===== config.mk =====
export PLATFORM = sky130hd
export DESIGN_NAME = pmc_ctrl
export DESIGN_NICKNAME = d
export VERILOG_FILES = /design/src/rtl/pmc_pkg.sv /design/src/rtl/pmc_pre_timer.sv /design/src/rtl/pmc_act_counter.sv /design/src/rtl/pmc_seq.sv /design/src/rtl/pmc_ctrl.sv
export SDC_FILE = /design/constraint.sdc
export NUM_CORES = 1
export LEC_CHECK = 0
export ABC_AREA = 1
export CAP_MARGIN = 20
export CORE_MARGIN = 2
export CORE_UTILIZATION = 47
export DETAILED_ROUTE_END_ITERATION = 7
export GPL_ROUTABILITY_DRIVEN = 0
export PLACE_DENSITY = 0.82
export SLEW_MARGIN = 20
export SYNTH_ARGS = -nofsm -noshare
export SYNTH_HDL_FRONTEND = slang
export SYNTH_HIERARCHICAL = 1
export SYNTH_SLANG_ARGS = --single-unit

===== constraint.sdc =====
create_clock -name clk -period 2.2 [get_ports clk]
set_clock_uncertainty 0.2 [all_clocks]
set_input_delay 0.33 -clock clk [delete_from_list [all_inputs] [get_ports clk]]
set_output_delay 0.33 -clock clk [all_outputs]
set_load 0.05 [all_outputs]

===== src/rtl/pmc_pkg.sv =====
// Package: shared types for the page-mode memory controller.
// Assumes: nothing beyond a single clock domain.
package pmc_pkg;

    // Sequencer states: no row open, high-speed wait, data cycle, precharge.
    typedef enum logic [1:0] {
        ST_IDLE = 2'd0,
        ST_WAIT = 2'd1,
        ST_XFER = 2'd2,
        ST_PRE  = 2'd3
    } pmc_state_t;

endpackage


===== src/rtl/pmc_pre_timer.sv =====
// Module: pmc_pre_timer
// Counts down the precharge window. A start pulse loads len-1, and done is
// high in the last clock of the window.
// Assumes: len >= 1, and start is pulsed only while the previous window is over.
module pmc_pre_timer #(
    parameter int LEN_W = 5
) (
    input  logic             clk,
    input  logic             rst_n,
    input  logic             start,
    input  logic [LEN_W-1:0] len,
    output logic             done
);

    logic [LEN_W-1:0] remain_q;

    // Load the window on start, then count down to zero.
    always_ff @(posedge clk) begin
        if (!rst_n) begin
            remain_q <= '0;
        end else if (start) begin
            remain_q <= len - LEN_W'(1);
        end else if (remain_q != '0) begin
            remain_q <= remain_q - LEN_W'(1);
        end
    end

    assign done = (remain_q == '0);

endmodule


===== src/rtl/pmc_act_counter.sv =====
// Module: pmc_act_counter
// Saturating count of row openings, used to observe endurance.
// Assumes: bump is a single-cycle pulse for each row opening.
module pmc_act_counter #(
    parameter int CNT_W = 32
) (
    input  logic             clk,
    input  logic             rst_n,
    input  logic             bump,
    output logic [CNT_W-1:0] count
);

    localparam logic [CNT_W-1:0] CNT_MAX = '1;
    localparam logic [CNT_W-1:0] CNT_ONE = {{(CNT_W-1){1'b0}}, 1'b1};

    logic [CNT_W-1:0] count_q;

    // Add one per opening and stick at the maximum.
    always_ff @(posedge clk) begin
        if (!rst_n) begin
            count_q <= '0;
        end else if (bump && (count_q != CNT_MAX)) begin
            count_q <= count_q + CNT_ONE;
        end
    end

    assign count = count_q;

    // Once at the maximum, the count stays there.
    p_cnt_hold_max_r9: assert property (@(posedge clk) disable iff (!rst_n)
        (count_q == CNT_MAX) |=> (count_q == CNT_MAX));

    // Any change of the count is a step of exactly one.
    p_cnt_step_one_r9: assert property (@(posedge clk) disable iff (!rst_n)
        (count_q != $past(count_q)) |-> (count_q == $past(count_q) + CNT_ONE));

endmodule


===== src/rtl/pmc_seq.sv =====
// Module: pmc_seq
// Request sequencer. It keeps track of the open row, runs page-mode cycles,
// holds a request to another row across the precharge, and drives the
// memory strobes.
// Assumes: the memory returns read data within the output-enable clock, and
// configuration is stable while rst_n is low.
module pmc_seq
    import pmc_pkg::*;
#(
    parameter int ADDR_W = 17,
    parameter int COL_W  = 3,
    parameter int DATA_W = 8,
    parameter int PC_W   = 4,
    parameter int LEN_W  = PC_W + 1
) (
    input  logic              clk,
    input  logic              rst_n,
    input  logic              cfg_fast,
    input  logic [PC_W-1:0]   cfg_pre_clks,
    input  logic              req_valid,
    input  logic              req_write,
    input  logic [ADDR_W-1:0] req_addr,
    input  logic [DATA_W-1:0] req_wdata,
    output logic              req_ready,
    output logic              resp_valid,
    output logic [DATA_W-1:0] resp_rdata,
    output logic              mem_ce_n,
    output logic              mem_we_n,
    output logic              mem_oe_n,
    output logic [ADDR_W-1:0] mem_addr,
    output logic [DATA_W-1:0] mem_dout,
    input  logic [DATA_W-1:0] mem_din,
    output logic              pre_start,
    output logic [LEN_W-1:0]  pre_len,
    input  logic              pre_done,
    output logic              row_open
);

    localparam int RUN_W = LEN_W + 1;
    localparam logic [RUN_W-1:0] RUN_MAX = '1;

    pmc_state_t        state_q;
    logic              fast_q;
    logic [LEN_W-1:0]  pre_len_q;
    logic [ADDR_W-1:0] cur_addr_q;
    logic              cur_wr_q;
    logic [DATA_W-1:0] cur_wd_q;
    logic              pend_v_q;
    logic [ADDR_W-1:0] pend_addr_q;
    logic              pend_wr_q;
    logic [DATA_W-1:0] pend_wd_q;
    logic              resp_v_q;
    logic [DATA_W-1:0] resp_d_q;
    logic              accept;
    logic              same_row;
    pmc_state_t        open_state;

    // Capture the static configuration, but only while reset is held.
    always_ff @(posedge clk) begin
        if (!rst_n) begin
            fast_q    <= cfg_fast;
            pre_len_q <= ((cfg_pre_clks == '0) ? LEN_W'(1) : LEN_W'(cfg_pre_clks))
                         + LEN_W'(cfg_fast);
        end
    end

    // Decode the request against the open row.
    always_comb begin
        req_ready  = (state_q == ST_IDLE) || (state_q == ST_XFER);
        accept     = req_valid && req_ready;
        same_row   = (req_addr[ADDR_W-1:COL_W] == cur_addr_q[ADDR_W-1:COL_W]);
        open_state = fast_q ? ST_WAIT : ST_XFER;
        pre_start  = (state_q == ST_XFER) && !(accept && same_row);
        row_open   = ((state_q == ST_IDLE) && accept) ||
                     ((state_q == ST_PRE) && pre_done && pend_v_q);
        pre_len    = pre_len_q;
    end

    // Main sequence: open, page cycles, precharge, reopen a held request.
    always_ff @(posedge clk) begin
        if (!rst_n) begin
            state_q     <= ST_IDLE;
            cur_addr_q  <= '0;
            cur_wr_q    <= 1'b0;
            cur_wd_q    <= '0;
            pend_v_q    <= 1'b0;
            pend_addr_q <= '0;
            pend_wr_q   <= 1'b0;
            pend_wd_q   <= '0;
        end else begin
            case (state_q)
                ST_IDLE: begin
                    if (accept) begin
                        cur_addr_q <= req_addr;
                        cur_wr_q   <= req_write;
                        cur_wd_q   <= req_wdata;
                        state_q    <= open_state;
                    end
                end
                ST_WAIT: begin
                    state_q <= ST_XFER;
                end
                ST_XFER: begin
                    if (accept && same_row) begin
                        cur_addr_q <= req_addr;
                        cur_wr_q   <= req_write;
                        cur_wd_q   <= req_wdata;
                    end else begin
                        state_q <= ST_PRE;
                        if (accept) begin
                            pend_v_q    <= 1'b1;
                            pend_addr_q <= req_addr;
                            pend_wr_q   <= req_write;
                            pend_wd_q   <= req_wdata;
                        end
                    end
                end
                default: begin
                    if (pre_done) begin
                        if (pend_v_q) begin
                            cur_addr_q <= pend_addr_q;
                            cur_wr_q   <= pend_wr_q;
                            cur_wd_q   <= pend_wd_q;
                            pend_v_q   <= 1'b0;
                            state_q    <= open_state;
                        end else begin
                            state_q <= ST_IDLE;
                        end
                    end
                end
            endcase
        end
    end

    // Sample read data at the end of the output-enable clock.
    always_ff @(posedge clk) begin
        if (!rst_n) begin
            resp_v_q <= 1'b0;
            resp_d_q <= '0;
        end else begin
            resp_v_q <= (state_q == ST_XFER) && !cur_wr_q;
            if ((state_q == ST_XFER) && !cur_wr_q) begin
                resp_d_q <= mem_din;
            end
        end
    end

    // Drive the memory strobes from the state and the current request.
    always_comb begin
        mem_ce_n   = !((state_q == ST_WAIT) || (state_q == ST_XFER));
        mem_we_n   = !((state_q == ST_XFER) && cur_wr_q);
        mem_oe_n   = !((state_q == ST_XFER) && !cur_wr_q);
        mem_addr   = cur_addr_q;
        mem_dout   = cur_wd_q;
        resp_valid = resp_v_q;
        resp_rdata = resp_d_q;
    end

    // Checker state: length of the current run of chip-enable-high clocks.
    logic [RUN_W-1:0] hi_run_q;
    always_ff @(posedge clk) begin
        if (!rst_n) begin
            hi_run_q <= RUN_MAX;
        end else if (!mem_ce_n) begin
            hi_run_q <= '0;
        end else if (hi_run_q != RUN_MAX) begin
            hi_run_q <= hi_run_q + RUN_W'(1);
        end
    end

    p_we_oe_excl_r7: assert property (@(posedge clk) disable iff (!rst_n)
        !(!mem_we_n && !mem_oe_n));

    p_we_needs_ce_r7: assert property (@(posedge clk) disable iff (!rst_n)
        !mem_we_n |-> !mem_ce_n);

    p_row_stable_r2: assert property (@(posedge clk) disable iff (!rst_n)
        (!mem_ce_n && !$past(mem_ce_n)) |->
        (mem_addr[ADDR_W-1:COL_W] == $past(mem_addr[ADDR_W-1:COL_W])));

    p_pre_min_r4: assert property (@(posedge clk) disable iff (!rst_n)
        $fell(mem_ce_n) |-> (hi_run_q >= RUN_W'(pre_len_q)));

    p_ready_low_pre_r4: assert property (@(posedge clk) disable iff (!rst_n)
        $rose(mem_ce_n) |-> !req_ready);

    p_resp_after_oe_r8: assert property (@(posedge clk) disable iff (!rst_n)
        resp_valid |-> !$past(mem_oe_n));

endmodule


===== src/rtl/pmc_ctrl.sv =====
// Module: pmc_ctrl (top)
// Page-mode row-buffered memory controller. It ties the sequencer, the
// precharge timer and the activation counter together.
// Assumes: a single clock and a synchronous active-low reset held for at
// least one clock edge.
module pmc_ctrl #(
    parameter int ADDR_W = 17,
    parameter int COL_W  = 3,
    parameter int DATA_W = 8,
    parameter int PC_W   = 4,
    parameter int CNT_W  = 32
) (
    input  logic              clk,
    input  logic              rst_n,
    input  logic              cfg_fast,
    input  logic [PC_W-1:0]   cfg_pre_clks,
    input  logic              req_valid,
    input  logic              req_write,
    input  logic [ADDR_W-1:0] req_addr,
    input  logic [DATA_W-1:0] req_wdata,
    output logic              req_ready,
    output logic              resp_valid,
    output logic [DATA_W-1:0] resp_rdata,
    output logic              mem_ce_n,
    output logic              mem_we_n,
    output logic              mem_oe_n,
    output logic [ADDR_W-1:0] mem_addr,
    output logic [DATA_W-1:0] mem_dout,
    input  logic [DATA_W-1:0] mem_din,
    output logic [CNT_W-1:0]  act_count
);

    localparam int LEN_W = PC_W + 1;

    logic             pre_start;
    logic [LEN_W-1:0] pre_len;
    logic             pre_done;
    logic             row_open;

    pmc_seq #(
        .ADDR_W (ADDR_W),
        .COL_W  (COL_W),
        .DATA_W (DATA_W),
        .PC_W   (PC_W),
        .LEN_W  (LEN_W)
    ) u_seq (
        .clk          (clk),
        .rst_n        (rst_n),
        .cfg_fast     (cfg_fast),
        .cfg_pre_clks (cfg_pre_clks),
        .req_valid    (req_valid),
        .req_write    (req_write),
        .req_addr     (req_addr),
        .req_wdata    (req_wdata),
        .req_ready    (req_ready),
        .resp_valid   (resp_valid),
        .resp_rdata   (resp_rdata),
        .mem_ce_n     (mem_ce_n),
        .mem_we_n     (mem_we_n),
        .mem_oe_n     (mem_oe_n),
        .mem_addr     (mem_addr),
        .mem_dout     (mem_dout),
        .mem_din      (mem_din),
        .pre_start    (pre_start),
        .pre_len      (pre_len),
        .pre_done     (pre_done),
        .row_open     (row_open)
    );

    pmc_pre_timer #(
        .LEN_W (LEN_W)
    ) u_timer (
        .clk   (clk),
        .rst_n (rst_n),
        .start (pre_start),
        .len   (pre_len),
        .done  (pre_done)
    );

    pmc_act_counter #(
        .CNT_W (CNT_W)
    ) u_cnt (
        .clk   (clk),
        .rst_n (rst_n),
        .bump  (row_open),
        .count (act_count)
    );

endmodule


Word-level counts from Yosys, hierarchy flattened
Index checks and enable logic that the tools add are counted.
- flip-flop bits (word level): 107
- bits in latches: 0
- bits in writable memories: 0
- bits in read-only memories: 0
- input bits: 42
- output and inout port bits: 70
- memories kept: 0
- $add $sub $neg: 4
- $mul: 0
- div/mod/pow operators: 0
- $lt $le $gt $ge: 0
- eq/ne operators: 9
- shift-type cells: 0
- mux-type cells: 28
- bitwise logic cells: 3
- reductions and logical operators: 31
- operator list (kind ; number):
    17-bit two-way mux ; 4
    17-bit case mux with 3 select lines ; 1
    32-bit by 1-bit adder with 32-bit output, second input constant ; 1
    8-bit two-way mux ; 4
    32-bit != test, second input constant ; 1
    8-bit case mux with 3 select lines ; 1
    14-bit equality test ; 1
    2-bit two-way mux ; 5
    5-bit two-way mux ; 2
    5-bit by 1-bit subtractor with 5-bit output, second input constant ; 2
    1-bit logical AND ; 9
    1-bit two-way mux ; 7
    2-bit case mux with 3 select lines ; 1
    3-bit AND reduction ; 2
    3-bit nonzero test ; 2
    5-bit by 1-bit adder with 5-bit output ; 1
    1-bit logical NOT ; 5
    5-bit logical NOT ; 1
    5-bit AND reduction ; 1
    5-bit nonzero test ; 1
    2-bit equality test, second input constant ; 2
    4-bit logical NOT ; 1
    4-bit two-way mux ; 1
    2-bit by 1-bit != test with 1-bit output, second input constant ; 2
    11 further kinds ; 17

Depth between registers and ports, before layout
Gate-level depths: netlist (run 1).
- word-level depth: 7
- gate-level depth with buffers: 19
- gate-level depth less buffers: 18

Modules after synthesis
The synthesis (run 1) kept the hierarchy.
- modules (own cells, without submodules) (module ; times used ; cells each ; area each (um^2)):
    pmc_seq ; 1 ; 507 ; 3379.5
    pmc_act_counter ; 1 ; 324 ; 1911.8
    pmc_pre_timer ; 1 ; 55 ; 326.6

Worst setup path before layout (run 1)
Ideal clock, no wire load.
- kind: reg2reg
- start: register u_seq.cur_addr_q[4], in the netlist u_seq/mem_addr[4]
- end: register u_timer.remain_q[4]
- library setup time: 0.113 ns
- data arrival time: 2.194 ns
- path slack: -0.307 ns
- cell stages (with the launch flop): 20
- period minus slack after synthesis: 2.507 ns
- path through: dfxtp_1 inv_1 nand2_1 nand2_1 nor2_1 nand2_1 nor2_2 nand2_2 nand2_2 nand2_1 buf_6 inv_6 nand2_1 nand2_1 ha_1 nand3_1 nor2_1 nand2_1 nand2_1 nor2_1
- longest elaborated chain between the ends: 5
- RTL lines (what ; line ; source):
    start: declaration ; pmc_seq.sv:45 ; logic [ADDR_W-1:0] cur_addr_q;
    start signal: assignment ; pmc_seq.sv:94 ; cur_addr_q <= req_addr;
    start signal: assignment ; pmc_seq.sv:105 ; cur_addr_q <= req_addr;
    start signal: assignment ; pmc_seq.sv:121 ; cur_addr_q <= pend_addr_q;
    14-bit equality test * ; pmc_seq.sv:71 ; same_row = (req_addr[ADDR_W-1:COL_W] == cur_addr_q[ADDR_W-1:COL_W]);
    1-bit logical AND * ; pmc_seq.sv:73 ; pre_start = (state_q == ST_XFER) && !(accept && same_row);
    1-bit logical NOT * ; pmc_seq.sv:73 ;
    1-bit logical AND * ; pmc_seq.sv:73 ;
    net pre_start ; pmc_ctrl.sv:35 ; logic pre_start;
    5-bit two-way mux / 2-bit nonzero test (equally long branches) ; -- ;
    end signal: assignment ; pmc_pre_timer.sv:22 ; remain_q <= len - LEN_W'(1);
    end signal: assignment ; pmc_pre_timer.sv:24 ; remain_q <= remain_q - LEN_W'(1);
    end: declaration ; pmc_pre_timer.sv:15 ; logic [LEN_W-1:0] remain_q;
Mark *: on every way through the listed nets, which the timed path passes. The rest lies on a longest branch.
A chain may end at the register's enable or synchronous reset.

Worst setup path after layout (run 1)
- start: register u_cnt.count_q[3], in the netlist u_cnt/count[3]
- end: output port act_count[3]
- RTL lines (what ; line ; source):
    start: declaration ; pmc_act_counter.sv:16 ; logic [CNT_W-1:0] count_q;
    start signal: assignment ; pmc_act_counter.sv:23 ; count_q <= count_q + CNT_ONE;
    end: declaration ; pmc_ctrl.sv:30 ; output logic [CNT_W-1:0] act_count
No word-level cell between the ends.

==> run_results.csv, run 1 <==
group,metric,value,unit
clocking,cts_buffers,9,
synth,synth_most_common_cell,"nand2_1",
outcome,status,"completed",
synth,ys_seq_elements,107,
synth,syn-instance-count,886,
detailed_routing,vias_per_cell,4.98,
synth,avgSynthCellArea,6.34,um2
timing,whs,0.0987,ns
detailed_routing,topRoutingLayerUsed,"met4",
worst_setup_path,critPathLaunchType,"flip-flop",
worst_setup_path,startpoint,"u_cnt/count[3]$_SDFFE_PN0P_",
timing,fmax,0.463,GHz
detailed_routing,drtIter0Drc,442,
pwr,finalPower,9.06,mW
cells_and_area,area_delta_synth_final,35.9,%
pwr,peakVddDrop,1.04,mV
detailed_routing,routedWlPerCell,12.0,um
worst_setup_path,path_depth,1,
synth,yosys-top-cells-area,"dfxtp_1 36%, nand2_1 17%, nor2_1 11%",
detailed_routing,totalWireLength,14.1,mm
detailed_routing,ant_nets,0,
clocking,clockRootBuffer,"clkbuf_16",
clocking,clock_sinks,107,
synth,syn-cell-area,5620,um2
cells_and_area,drive_gt1_frac,0.131,
timing,period_needed,2.16,ns
timing,max_slew_margin,0.606,
global_routing,grt_pass1_wl,23.3,mm
synth,synth-edff-count,6,
timing,fin_crit_sh,0.983,
global_routing,grt_max_degree,41,
synth,synthArstFlopShare,0,
synth,ys_warn_count,6,
clocking,cts_tree,"yes",
worst_setup_path,ff2ff_setup_slack,0.07,ns
worst_setup_path,worst-endpoint-required,1.67,ns
floorplan,core-area,11600,um2
global_routing,grt_usage,0.221,
worst_setup_path,cpPeakStageDelay,0.84,ns
run,drv_cap,0,
global_routing,grt_overflow,0,
min_path,hp-class,"input port to flip-flop",
timing,tightest_slew,0.588,ns
worst_setup_path,worst_path_max_delay_cell,"clkdlybuf4s50_1",
cells_and_area,register_area,2250,um2
cells_and_area,stdcell_area,7630,um2
timing,tns,0,ns
worst_setup_path,end_kind,"output pin",
global_routing,antenna_found_initial,0,
clocking,hold_buffers,0,
timing,rsz0062_at_grt,"yes",
timing,maxSlewViolCount,0,
worst_setup_path,crit_path_end,"act_count[3]",
worst_setup_path,path_class,"flip-flop to output pin",
detailed_routing,dr.pass1.iters,5,
synth,synth_seq_area_share,0.392,
timing,hold_violations,0,
cells_and_area,multi_input_area,2910,um2
clocking,cts.htree.levels,3,
detailed_routing,wl_met3,938,um
worst_setup_path,critical_path.cell_chain,"clkdlybuf4s50_1",
worst_setup_path,crit_buf_inv,1,
synth,yosysUniqueCellTypes,32,
placed_design,postPlaceCellArea,7220,um2
detailed_routing,wl_met1,6.18,mm
synth,yosys_most_used_dff,"dfxtp_1",
clocking,clk_latency,0.35,ns
worst_setup_path,worstPathArrival,1.63,ns
floorplan,start_util,0.486,
synth,synth_nets,936,
cells_and_area,nFillCells,999,
floorplan,die_area,12800,um2
floorplan,dieHeight,113,um
worst_setup_path,r2r_end,"u_timer/remain_q[4]$_SDFFE_PN0P_",
cells_and_area,final_nets,1085,
cells_and_area,diodes,0,
pwr,power.density,1190,nW/um2
floorplan,num_io_pins,112,
worst_setup_path,timing.rr.start,"u_seq/mem_addr[5]$_SDFFE_PN0P_",
clocking,cts_buffer_depth,2,
worst_setup_path,worstPathMaxFanout,6,
detailed_routing,vias,5890,
placed_design,dp_hpwl,10.1,mm
clocking,clk_pin_slew,0.06,ns
worst_setup_path,reg2regPathDepth,16,
global_routing,first_global_vias,5299,
synth,synth_top_area_share,0.360,
timing,setup_viol_count_final,0,
floorplan,die_x,113,um
detailed_routing,wl_met2,6.75,mm
worst_setup_path,cp_top_family,"buffers and inverters",
placed_design,io_buffers,111,
synth,netlist_top_cells_count,"261 x nand2_1, 168 x nor2_1, 101 x dfxtp_1, 99 x inv_1, 52 x nand3_1",
detailed_routing,drc,0,
synth,synth_top_cell_by_area,"dfxtp_1",
floorplan,rows,39,
pwr,p_leak,3.44,nW
## logic make-up (layout without fill, tap and decap cells)
family | count (synthesis) | in the layout | synth area share
and+or+nand+nor | 522 | 522 | 0.381
buffers and inverters | 138 | 291 | 0.105
AOI/OAI and AO/OA | 109 | 109 | 0.101
DFF | 107 | 107 | 0.392
adders and majority gates | 8 | 8 | 0.0178
xor gates and xnor gates | 2 | 2 | 0.00312
## cell type report
class,count,share of cell area
clock buffer,14,0.0359
clock inverter,1,0.000983
inverter,105,0.0523
multi-input combinational,641,0.382
sequential,107,0.295
tap,143,0.0234
timing repair buffer,171,0.211
## flip-flops by register name, indices dropped and copies added (netlist names)
name and cells:
u_seq/resp_rdata 8, u_seq/cur_wr_q 1, u_seq/resp_valid 1, u_cnt/count 32
u_seq/pend_wd_q 8, u_seq/pend_addr_q 17, u_seq/pre_len 5, u_seq/fast_q 1
u_seq/pend_wr_q 1, u_seq/mem_dout 8, u_seq/mem_addr 17, u_seq/state_q 2
u_seq/pend_v_q 1, u_timer/remain_q 5
## cell usage in the layout, fill, tap and decap left out, types with 12 or more instances in the layout
cell type / count
clkdlybuf4s50_1: 86
a21oi_1: 51
nand2_1: 256
dfxtp_4: 12
inv_1: 97
dlygate4sd2_1: 14
nand4_1: 15
buf_4: 58
o21ai_0: 49
dfxtp_1: 86
nand3_1: 51
nor2_1: 162
## worst min path at each step
stage / start / to / slack [ns] / cells past startpoint
2_1_floorplan: u_seq/pend_addr_q[2]$_SDFFE_PN0P_ / u_seq/pend_addr_q[2]$_SDFFE_PN0P_ / 0.22 / 2
3_3_place_gp: u_seq/pend_wr_q$_SDFFE_PN0P_ / u_seq/pend_wr_q$_SDFFE_PN0P_ / 0.23 / 2
3_5_place_dp: u_seq/pend_wr_q$_SDFFE_PN0P_ / u_seq/pend_wr_q$_SDFFE_PN0P_ / 0.24 / 2
4_1_cts: rst_n / u_seq/mem_addr[7]$_SDFFE_PN0P_ / 0.09 / 3
5_1_grt: rst_n / u_seq/mem_addr[7]$_SDFFE_PN0P_ / 0.09 / 3
6_report: rst_n / u_seq/mem_addr[7]$_SDFFE_PN0P_ / 0.1 / 3
## repair_timing
item | in CTS | in global routing
buffers inserted | 2 | 3
pin swaps | 9 | 10
endpoints found under the hold margin | 0 | 0
endpoints found under the setup margin | 3 | 27
gates resized for setup | 20 | 27
## routing by layer
metal,GRT usage,up-vias
li1,-,3063
met1,0.258,2643
met2,0.378,160
met3,0.0712,24
met4,0.0805,0
met5,0,-
## per-stage QoR
step / setup WS, ns / std cells / util
5_1_grt: -0.0758 / 1182 / 0.660
2_1_floorplan: -0.0603 / 886 / -
3_5_place_dp: -0.550 / 1162 / 0.625
6_report: 0.0379 / 1182 / 0.660
3_3_place_gp: -0.453 / 1162 / 0.625
4_1_cts: -0.0188 / 1179 / 0.650
## report_power, final
| group | internal [mW] | total (mW) | switching (mW) |
|---|---|---|---|
| logic | 1.73 | 4.78 | 3.04 |
| registers | 2.47 | 2.74 | 0.265 |
| clock network | 0.856 | 1.55 | 0.695 |
| total | 5.06 | 9.06 | 4.00 |
Note: power is estimated with default switching activity, not from simulation.
==> inputs of run 2 (changes only) <==
--- a/config.mk
+++ b/config.mk
@@ -8,10 +8,12 @@
 export ABC_AREA = 1
 export CAP_MARGIN = 20
 export CORE_MARGIN = 2
-export CORE_UTILIZATION = 47
+export CORE_UTILIZATION = 58
 export DETAILED_ROUTE_END_ITERATION = 7
+export DONT_BUFFER_PORTS = 1
 export GPL_ROUTABILITY_DRIVEN = 0
-export PLACE_DENSITY = 0.82
+export PLACE_DENSITY = 0.81
+export RECOVER_POWER = 50
 export SLEW_MARGIN = 20
 export SYNTH_ARGS = -nofsm -noshare
 export SYNTH_HDL_FRONTEND = slang
==> run 2 against run 1 <==
Against the previous run:
- via count up 3.2%
- non-clock buffer count down 55
- flip-flop and latch count unchanged
- hold slack worse by 0.089 ns
- routed wire length up 16%
- sequential share of layout area up 3.2 points
- count of clock-buffer cells in the layout down 4
- clock power down 24%
- global-route usage up 7.9 points
- first-iteration DRC count down 6.8%
- cell area down 9.7%
==> run_results.csv, run 2 (same netlist as run 1, synthesis figures left out) <==
group,metric,value,unit
cells_and_area,largest_register_ffs,32,
clocking,clock_sinks,107,
cells_and_area,drive_gt1_frac,0.126,
timing,period_needed,2.16,ns
timing,whs,0.00970,ns
worst_setup_path,end_kind,"flip-flop",
floorplan,die_x,102,um
global_routing,grt_usage,0.299,
floorplan,core-area,9330,um2
timing,maxSlewViolCount,0,
placed_design,postPlaceCellArea,6190,um2
pwr,switching_share,0.496,
detailed_routing,routedWlPerCell,14.7,um
clocking,cts.htree.levels,3,
detailed_routing,vias_per_cell,5.46,
detailed_routing,vias,6080,
clocking,cts_tree,"yes",
worst_setup_path,critPathLaunchType,"flip-flop",
global_routing,grt_max_degree,80,
timing,fmax,0.463,GHz
pwr,switchingPower,4.23,mW
pwr,peakVddDrop,1.11,mV
outcome,status,"completed",
timing,hold_violations,0,
timing,rsz0062_at_grt,"yes",
cells_and_area,stdcell_area,6900,um2
clocking,clk_latency,0.37,ns
cells_and_area,layout_commonest_cell,"nand2_1",
worst_setup_path,worst-endpoint-required,2.27,ns
worst_setup_path,path_class,"flip-flop to flip-flop",
global_routing,grt_overflow,0,
pwr,p_comb_frac,0.474,
floorplan,num_io_pins,112,
cells_and_area,diodes,0,
timing,fin_crit_sh,0.982,
pwr,power.share.clock,0.139,
global_routing,first_global_vias,5848,
pwr,p_leak,3.00,nW
timing,max_slew_margin,0.214,
clocking,cts_buffers,9,
worst_setup_path,worstPathMaxFanout,6,
cells_and_area,nFillCells,740,
detailed_routing,ant_nets,0,
pwr,p_seq_frac,0.387,
floorplan,dieHeight,102,um
timing,setup_viol_count_final,0,
detailed_routing,drc,0,
cells_and_area,final_nets,1030,
clocking,clk_pin_slew,0.11,ns
timing,tns,0,ns
global_routing,grt_pass1_wl,25.4,mm
pwr,power.density,1230,nW/um2
placed_design,dp_hpwl,10.3,mm
placed_design,io_buffers,0,
floorplan,die_area,10500,um2
detailed_routing,drtIter0Drc,412,
min_path,hp-class,"input port to flip-flop",
clocking,cts_buffer_depth,2,
clocking,clockRootBuffer,"clkbuf_8",
cells_and_area,final_cell_mix,"251 x nand2_1, 159 x nor2_1, 95 x inv_1",
floorplan,rows,35,
timing,tightest_slew,1.18,ns
global_routing,antenna_found_initial,0,
worst_setup_path,worstPathArrival,2.23,ns
pwr,power.internal,4.29,mW
detailed_routing,totalWireLength,16.4,mm
detailed_routing,dr.pass1.iters,6,
run,drv_cap,0,
cells_and_area,area_delta_synth_final,22.7,%
floorplan,start_util,0.602,
[run 2: power groups by stage]
stage | clock, mW | sequential [mW] | combinational (mW)
floorplan | 0 | 3.73 | 2.18
global placement | 0 | 3.29 | 3.26
detailed placement | 0 | 3.32 | 3.42
CTS | 1.18 | 3.28 | 3.52
global route | 1.27 | 3.34 | 4.44
finish | 1.18 | 3.29 | 4.04
[run 2: worst max-delay path: stages (launching register included)]
cell and delay (ns):
dfxtp_4 0.37, inv_1 0.05, nand2_1 0.05, nand2_1 0.06
nor2_1 0.10, nand2_1 0.10, nor2_2 0.14, nand2_2 0.09
nand2_4 0.11, nand2_8 0.08, inv_8 0.08, nand2_4 0.06
nand2_4 0.09, ha_4 0.14, nand3_4 0.08, nor2_4 0.11
nand2_1 0.06, nand2_1 0.05, nor2_1 0.05
[run 2: final cells by class]
class	count	area [um2]	share of cell area
Tap cell	129	161	0.0234
Clock buffer	10	138	0.0200
Inverter	105	404	0.0586
Clock inverter	6	48.8	0.00708
Multi-Input combinational cell	641	3010	0.437
Sequential cell	107	2250	0.327
Timing Repair Buffer	116	877	0.127
[run 2: final timing paths]
kind                              startpoint                                end  slack [ns]  cells past startpoint
min                              req_addr[2]  u_seq/pend_addr_q[2]$_SDFFE_PN0P_        0.01                      2
max reg2reg  u_seq/mem_addr[11]$_SDFFE_PN0P_   u_timer/remain_q[4]$_SDFFE_PN0P_        0.04                     18
max          u_seq/mem_addr[11]$_SDFFE_PN0P_   u_timer/remain_q[4]$_SDFFE_PN0P_        0.04                     18
min reg2reg  u_seq/pend_wd_q[5]$_SDFFE_PN0P_    u_seq/pend_wd_q[5]$_SDFFE_PN0P_        0.26                      2
[run 2: repair_timing]
action | in CTS | in global routing
pin swaps | 0 | 15
gates resized for setup | 5 | 51
hold buffers | 37 | 0
endpoints found under the setup margin | 4 | 49
hold endpoints to repair | 101 | 0
cloned | 0 | 1
setup buffers | 0 | 8
[run 2: per-stage QoR]
stage	power (mW)	std cells	utilization	setup slack (ns)
2_1_floorplan	5.92	886	-	-0.0603
3_3_place_gp	6.55	1052	0.663	0.0157
3_5_place_dp	6.74	1052	0.663	-0.0819
4_1_cts	7.98	1105	0.727	0.0228
5_1_grt	9.05	1114	0.739	-0.0969
6_report	8.51	1114	0.739	0.0385
[run 2: layer usage]
metal	part of all wire	global-route usage	vias to the layer above
met2	0.51	0.549	311
li1	-	-	2958
met1	0.38	0.339	2768
met4	0.023	0.107	0
met5	0	0	-
met3	0.083	0.0691	43
